$ cat config.mk
export PLATFORM = sky130hd
export DESIGN_NAME = rxaf_filter
export DESIGN_NICKNAME = d
export VERILOG_FILES = /design/src/rtl/rxaf_pkg.sv /design/src/rtl/rxaf_entry.sv /design/src/rtl/rxaf_prio.sv /design/src/rtl/rxaf_filter.sv
export SDC_FILE = /design/constraint.sdc
export NUM_CORES = 2
export LEC_CHECK = 0
export CORE_MARGIN = 5
export CORE_UTILIZATION = 40
export DETAILED_ROUTE_END_ITERATION = 8
export HOLD_SLACK_MARGIN = 0.15
export PLACE_DENSITY_LB_ADDON = 0.15
export RECOVER_POWER = 50
export SETUP_SLACK_MARGIN = 0.4
export SKIP_LAST_GASP = 1
export SYNTH_ARGS = -nofsm -noshare
export SYNTH_HDL_FRONTEND = slang
export SYNTH_SLANG_ARGS = --single-unit
$ cat constraint.sdc
create_clock -name clk -period 3.7 [get_ports clk]
set_clock_uncertainty 0.2 [all_clocks]
set_input_delay 1.11 -clock clk [delete_from_list [all_inputs] [get_ports clk]]
set_output_delay 1.11 -clock clk [all_outputs]
set_load 0.02 [all_outputs]
$ cat src/rtl/rxaf_pkg.sv
package rxaf_pkg;
   localparam int unsigned MAC_W = 48;
   localparam int unsigned REG_W = 32;

   typedef enum logic {WORD_LO = 1'b0, WORD_HI = 1'b1} word_sel_e;

   // register layout -> wire order (first byte in the top bits)
   function automatic logic [MAC_W-1:0] wire_order(input logic [REG_W-1:0] lo,
                                                   input logic [15:0] hi);
      return {lo[7:0], lo[15:8], lo[23:16], lo[31:24], hi[7:0], hi[15:8]};
   endfunction
endpackage

$ cat src/rtl/rxaf_entry.sv
module rxaf_entry
   import rxaf_pkg::*;
#(
   parameter bit PRIMARY = 1'b0
) (
   input  logic             clk,
   input  logic             rst_n,
   input  logic             lo_we,
   input  logic             hi_we,
   input  logic             stg_own,
   input  logic [REG_W-1:0] stg_word,
   input  logic [15:0]      hi_bytes,
   input  logic             av_in,
   input  logic [MAC_W-1:0] lkup_addr,
   output logic             match
);
   logic [REG_W-1:0] lo_q;
   logic [15:0]      hi_q;
   logic             av_q, pend_q;
   logic [REG_W-1:0] commit_lo;
   logic             reject;

   assign commit_lo = stg_own ? stg_word : lo_q;

   generate
      if (PRIMARY) begin : g_primary
         assign reject = av_in && commit_lo[0];
      end else begin : g_plain
         assign reject = 1'b0;
      end
   endgenerate

   always_ff @(posedge clk or negedge rst_n) begin
      if (!rst_n) begin
         lo_q   <= '0;
         hi_q   <= '0;
         av_q   <= 1'b0;
         pend_q <= 1'b0;
      end else if (lo_we) begin
         pend_q <= 1'b1;
      end else if (hi_we) begin
         pend_q <= 1'b0;
         if (!reject) begin
            lo_q <= commit_lo;
            hi_q <= hi_bytes;
            av_q <= av_in;
         end
      end
   end

   assign match = av_q && !pend_q && ({lo_q, hi_q} != '0) &&
                  (wire_order(lo_q, hi_q) == lkup_addr);
endmodule

$ cat src/rtl/rxaf_prio.sv
module rxaf_prio #(
   parameter int unsigned N = 16,
   parameter int unsigned W = 4
) (
   input  logic [N-1:0] req,
   output logic         any,
   output logic [W-1:0] idx
);
   always_comb begin
      any = |req;
      idx = '0;
      for (int i = N - 1; i >= 0; i--) begin
         if (req[i]) idx = W'(i);
      end
   end
endmodule

$ cat src/rtl/rxaf_filter.sv
module rxaf_filter
   import rxaf_pkg::*;
#(
   parameter int unsigned NUM_ENTRIES = 16,
   parameter int unsigned AV_BIT      = 31,
   localparam int unsigned IDX_W      = $clog2(NUM_ENTRIES)
) (
   input  logic             clk,
   input  logic             rst_n,
   input  logic             cfg_we,
   input  logic             cfg_hi,
   input  logic [IDX_W-1:0] cfg_idx,
   input  logic [REG_W-1:0] cfg_wdata,
   input  logic             lkup_vld,
   input  logic [MAC_W-1:0] lkup_addr,
   output logic             hit_vld,
   output logic             hit,
   output logic [IDX_W-1:0] hit_idx
);
   generate
      if (NUM_ENTRIES < 2) begin : g_bad_depth
         $error("rxaf_filter: NUM_ENTRIES must be at least 2");
      end
      if (AV_BIT < 16 || AV_BIT >= REG_W) begin : g_bad_av
         $error("rxaf_filter: AV_BIT must lie in the upper half of the high word");
      end
   endgenerate

   localparam logic [15:0] AV_MASK = 16'(1 << (AV_BIT - 16));

   logic             lo_wr, hi_wr;
   logic [REG_W-1:0] stg_q;
   logic [IDX_W-1:0] stg_idx_q;
   logic             stg_v_q;
   logic [NUM_ENTRIES-1:0] match_vec;
   logic             any_m;
   logic [IDX_W-1:0] first_m;
   logic             unused_hi;

   assign lo_wr     = cfg_we && (word_sel_e'(cfg_hi) == WORD_LO);
   assign hi_wr     = cfg_we && (word_sel_e'(cfg_hi) == WORD_HI);
   assign unused_hi = ^(cfg_wdata[31:16] & ~AV_MASK);

   // single staging register for the pending low word
   always_ff @(posedge clk or negedge rst_n) begin
      if (!rst_n) begin
         stg_q     <= '0;
         stg_idx_q <= '0;
         stg_v_q   <= 1'b0;
      end else if (lo_wr) begin
         stg_q     <= cfg_wdata;
         stg_idx_q <= cfg_idx;
         stg_v_q   <= 1'b1;
      end else if (hi_wr) begin
         stg_v_q   <= 1'b0;
      end
   end

   for (genvar g = 0; g < NUM_ENTRIES; g++) begin : g_ent
      logic sel;
      assign sel = (cfg_idx == IDX_W'(g));
      rxaf_entry #(.PRIMARY(g == 0)) u_ent (
         .clk       (clk),
         .rst_n     (rst_n),
         .lo_we     (lo_wr && sel),
         .hi_we     (hi_wr && sel),
         .stg_own   (stg_v_q && (stg_idx_q == IDX_W'(g))),
         .stg_word  (stg_q),
         .hi_bytes  (cfg_wdata[15:0]),
         .av_in     (cfg_wdata[AV_BIT]),
         .lkup_addr (lkup_addr),
         .match     (match_vec[g])
      );
   end

   rxaf_prio #(.N(NUM_ENTRIES), .W(IDX_W)) u_prio (
      .req (match_vec),
      .any (any_m),
      .idx (first_m)
   );

   always_ff @(posedge clk or negedge rst_n) begin
      if (!rst_n) begin
         hit_vld <= 1'b0;
         hit     <= 1'b0;
         hit_idx <= '0;
      end else begin
         hit_vld <= lkup_vld;
         hit     <= lkup_vld && any_m;
         hit_idx <= (lkup_vld && any_m) ? first_m : '0;
      end
   end
endmodule

# Yosys cells after proc, flatten, opt, wreduce, memory -nomap -nowiden
# Index checks and enable logic that the tools add are counted.
[totals]
inputBits = 89
out_inout_bits = 6
latchBits = 0
mem_bits_ro = 0
mem_bits_rw = 0
regBits = 843
mem_count = 0
[op_classes]
order_cmp = 0
div_mod_pow = 0
eq_ne = 46
add_sub_neg = 0
mul = 0
reduce_logical = 184
shift = 0
n_bitwise = 18
muxes = 52
[ops]
columns = ["op", "n"]
rows = [
  ["48-bit equality test", 16],
  ["48-bit nonzero test", 16],
  ["1-bit logical AND", 100],
  ["4-bit two-way mux", 17],
  ["4-bit equality test, second input constant", 16],
  ["3-bit AND reduction", 16],
  ["1-bit two-way mux", 35],
  ["2-bit nonzero test", 17],
  ["4-bit by 3-bit equality test with 1-bit output, second input constant", 8],
  ["2-bit AND reduction", 15],
  ["1-bit NOT", 18],
  ["4-bit by 2-bit equality test with 1-bit output, second input constant", 4],
  ["1-bit logical NOT", 16],
  ["16-bit OR reduction", 1],
  ["4-bit by 1-bit equality test with 1-bit output, second input constant", 2],
  ["4-bit logical NOT", 2],
  ["4-bit AND reduction", 1],
]

# Longest topological paths before layout
[depth]
depth_word = 21
mapped_depth = 11

# Modules after synthesis
# A second synthesis with hierarchy kept.
[unflattened]
hier_cells = 3226
area_unflattened_um2 = 42396.9
[by_module_without_submodules]
columns = ["module", "area_each_um2", "cells_each", "instances", "seq_area_each_um2"]
rows = [
  ["rxaf_entry at g_ent[10].u_ent ...", 2499.9, 189, 15, 1251.2],
  ["rxaf_entry at g_ent[0].u_ent", 2686.3, 195, 1, 1251.2],
  ["rxaf_filter", 2035.7, 162, 1, 1076.0],
  ["rxaf_prio", 176.4, 34, 1, 0.0],
]

# Least setup slack after synthesis
# Ideal clock, no wire load.
[synth_path]
path_type = "input to register"
start = "input cfg_idx[1]"
end = "register g_ent[1].u_ent.lo_q[10]"
stages = 10
arrival_ps = 2962
n_path_buf = 4
required_time_ps = 3373
slack_ps = 410
cell_sequence = "buf_2 -> nand2b_1 -> buf_2 -> or2_4 -> nor2_4 -> nand2_4 -> or4_1 -> buf_2 -> buf_6 -> mux2_1"
[synth_between]
elab_chain_cells = 4
elab_cells_between_ends = 5
cone_classes = "eq/ne: 1; bitwise: 1; reduce/logical: 3"
[synth_lines]
columns = ["element", "line", "source"]
rows = [
  ["start, declared", "rxaf_filter.sv:12", "input logic [IDX_W-1:0] cfg_idx,"],
  ["4-bit by 1-bit equality test with 1-bit output *", "rxaf_filter.sv:61", "assign sel = (cfg_idx == IDX_W'(g));"],
  ["1-bit logical AND", "rxaf_filter.sv:65", ".lo_we (lo_wr && sel),"],
  ["1-bit NOT (no line)", "n/a", ""],
  ["3-bit AND reduction (no line) *", "n/a", ""],
  ["end signal, assigned", "rxaf_entry.sv:44", "lo_q <= commit_lo;"],
  ["end, declared", "rxaf_entry.sv:17", "logic [REG_W-1:0] lo_q;"],
]
# Every way passes the cells marked *; elsewhere a longest branch is shown, timed or not.
# A chain may end at the register's enable or synchronous reset.

# Worst setup path in the final report
[layout_path]
start = "input cfg_we"
end = "register stg_q[0]"
[layout_between]
elab_chain_cells = 1
[layout_lines]
columns = ["element", "line", "source"]
rows = [
  ["start, declared", "rxaf_filter.sv:10", "input logic cfg_we,"],
  ["1-bit logical AND", "rxaf_filter.sv:40", "assign lo_wr = cfg_we && (word_sel_e'(cfg_hi) == WORD_LO);"],
  ["end signal, assigned", "rxaf_filter.sv:51", "stg_q <= cfg_wdata;"],
  ["end, declared", "rxaf_filter.sv:32", "logic [REG_W-1:0] stg_q;"],
]
# Every way passes these cells.

==> impl_metrics.tcl <==
set metrics [dict create \
    cts_tree "done" \
    reg2reg_depth 7 \
    grt_overflow 0 \
    ys_types 73 \
    dp_hpwl_um 141000 \
    grt_max_degree 119 \
    cts_sinks 843 \
    die_h_um 337 \
    drv_cap 3 \
    root_buffer "clkbuf_16" \
    globalplace.congestion 0.991 \
    fmax_mhz 288 \
    synth_nets 3538 \
    cp_slowest_cell "clkbuf_1" \
    pwr_density_cell_mw_per_mm2 491 \
    drv_slew 70 \
    synth_seq_cells 843 \
    synth-edff-count 0 \
    cts_buffers 97 \
    die_w_um 337 \
    r2r-start "g_ent[2].u_ent.lo_q[8]" \
    drt_iter0_drc 4190 \
    slowest_delay_ns 1.17 \
    setup_viol 0 \
    clk_pin_slew_ns 0.06 \
    ir_drop_mv 0.301 \
    grt.total_usage_pct 35.4 \
    portBuffers 94 \
    syn_to_final_growth_pct 21.5 \
    fin_crit_sh_pct 94.0 \
    worstPathCellList "dlygate4sd3_1 -> inv_1 -> clkbuf_1 -> nor2_4 -> clkbuf_1 -> mux2_2" \
    drtPass1Iterations 5 \
    row_count 120 \
    crit_path_frequent_cell "clkbuf_1" \
    rsz0062_at_grt "false" \
    final_area_mm2 0.0519 \
    die_area_mm2 0.113 \
    viasPerCell 6.24 \
    critPathRequiredTime_ns 4.07 \
    drive_above_1_share_pct 36.1 \
    yosys_warnings 0 \
    ys.flop_type "dfrtp_1" \
    antenna_left 0 \
    routed_wl_um 203000 \
    cp-end-kind "flop" \
    syn-instance-count 3449 \
    ios 95 \
    report.final.hold_viol_count 0 \
    cts_buffer_depth 3 \
    nets 3931 \
    avgSynthCellArea_um2 12.4 \
    h-tree-depth 3 \
    fin_cells 5344 \
    placed_cells 5145 \
    async_flop_share_pct 100 \
    grt_antenna_before_repair 39 \
    holdPathEnd "g_ent[2].u_ent.pend_q" \
    synth_area_mm2 0.0427 \
    worstHoldPathCells 1 \
    post-cts-setup-buffers 0 \
    insertion_delay_ns 0.69 \
    r2r-end "hit_idx[1]" \
    synth_area_leaders "dfrtp_1, mux2_2, xor2_1" \
    placed_area_mm2 0.0486 \
    crit_path_max_fanout 17 \
    wire_per_inst_um 38.1 \
    period_minus_slack_ns 3.48 \
    routed-via-count 33300 \
    grt_pass1_wl_um 276000 \
    worstMarginPinSlew_ns 1.68 \
    grt_pass1_vias 32900 \
    status "finished with violations" \
    relSlewSlack_pct -12.1 \
    path_class "in2reg" \
    leakage_nw 24.3 \
    min_path_type "reg2reg" \
    cp.arrival_ns 3.85 \
    violations "max-capacitance violations, max-slew violations" \
    hold_start "g_ent[2].u_ent.pend_q" \
    core_region_area_mm2 0.107 \
    start_kind "input pin" \
    drcViolationCount 0 \
    start_util_pct 40.1 \
    r2r_slack_ns 0.77 \
    ys_seq_area_share_pct 49.4 \
    yosys.area.top_type "dfrtp_1" \
    finalPower_mw 25.5 \
    synth_top_cell_area_share_pct 49.4 \
]
## cell families (layout without fill, tap and decap cells)
group / after synthesis / after routing / share of synthesized area, %
buffers and inverters: 308 / 777 / 3.72
other: 0 / 23 / 0
AO/OA/AOI/OAI: 152 / 152 / 2.68
AND/OR/NAND/NOR: 685 / 685 / 9.61
flip-flops: 843 / 843 / 49.4
XOR/XNOR: 667 / 667 / 13.7
multiplexers: 794 / 794 / 20.9
## cells in the mapped netlist (13+ instances only)
| cell type | instances |
|---|---|
| buf_6 | 24 |
| dfrtp_1 | 843 |
| xnor2_1 | 173 |
| nand4_1 | 122 |
| nand3_1 | 14 |
| clkbuf_1 | 64 |
| mux2_1 | 68 |
| mux2_2 | 725 |
| inv_1 | 71 |
| a22oi_1 | 16 |
| o21ai_0 | 28 |
| nand2_1 | 44 |
| nor2_1 | 57 |
| buf_2 | 104 |
| nor4_1 | 325 |
| o22ai_1 | 27 |
| xor2_1 | 492 |
| buf_4 | 28 |
| nand2b_1 | 16 |
| nor2b_1 | 13 |
| nor3_1 | 36 |
## where the power goes
group / switching [mW] / internal, mW
Combinational: 2.62 / 1.78
Sequential: 1.20 / 10.0
Clock: 4.18 / 5.69
Total: 7.99 / 17.5
## metrics by stage
step	utilization [%]	setup WS [ns]	hold slack (ns)	setup TNS, ns
2_1_floorplan	-	0.410	0.255	0
3_3_place_gp	45.6	-0.371	0.277	-6.15
3_5_place_dp	45.6	-0.422	0.285	-6.62
4_1_cts	48.6	0.422	0.298	0
5_1_grt	48.6	0.207	0.319	0
6_report	48.7	0.223	0.298	0
## cell usage in the layout, fill, tap and decap left out, drive strengths merged, types with 47 or more instances in the layout
| master | count |
|---|---|
| inv | 76 |
| nor4 | 331 |
| xor2 | 493 |
| dfrtp | 843 |
| mux2 | 793 |
| buf | 470 |
| clkbuf | 161 |
| nand2 | 47 |
| xnor2 | 174 |
| nor2 | 60 |
| nand4 | 122 |
## area by class of cell
| type | instances | area [µm²] |
|---|---|---|
| Fill cell | 9778 | 54700 |
| Sequential cell | 843 | 21100 |
| Multi-Input combinational cell | 2298 | 20200 |
| Timing Repair Buffer | 524 | 5270 |
| Clock buffer | 141 | 2860 |
| Tap cell | 1403 | 1760 |
| Clock inverter | 34 | 333 |
| Inverter | 78 | 300 |
| Antenna cell | 23 | 57.6 |
## metal layers
metal  share of wire (%)  vias up  GRT usage [%]
met5               0.036        -              0
met4                 5.7        8           17.4
met3                 9.9      499           7.45
met2                  44     2065           53.2
met1                  41    17500           48.9
li1                    -    13300              -
## sequential cells by signal, indices dropped and copies added, names as in the netlist
| signal | flops |
|---|---|
| hit | 1 |
| g_ent.u_ent.av_q | 16 |
| g_ent.u_ent.hi_q | 256 |
| hit_vld | 1 |
| hit_idx | 4 |
| stg_q | 32 |
| g_ent.u_ent.pend_q | 16 |
| stg_idx_q | 4 |
| stg_v_q | 1 |
| g_ent.u_ent.lo_q | 512 |
## worst max path at each step
stage	from	endpoint	slack [ns]	depth (start not counted)
3_5_place_dp	lkup_addr[40]	hit_idx[1]	-0.42	10
3_3_place_gp	lkup_addr[39]	hit_idx[0]	-0.37	11
6_report	cfg_we	stg_q[0]	0.22	6
5_1_grt	rst_n	g_ent[9].u_ent.lo_q[22]	0.21	4
2_1_floorplan	cfg_idx[1]	g_ent[1].u_ent.lo_q[10]	0.41	10
4_1_cts	lkup_addr[0]	hit_idx[1]	0.42	13
## worst max-delay path: cells and delay by family
family,cells,cell delay (ns)
buffers and inverters,4,2.16
multiplexers,1,0.44
AND/OR/NAND/NOR,1,0.12
## repair_timing
item                                    in CTS  in global routing
hold endpoints to repair                    19                  0
endpoints found under the setup margin       5                  5
hold buffers                                 1                  0
gates resized for setup                      4                 27
pin swaps                                    0                  1
cloned                                       0                  0
No activity file was read; power rests on OpenSTA's default activity.
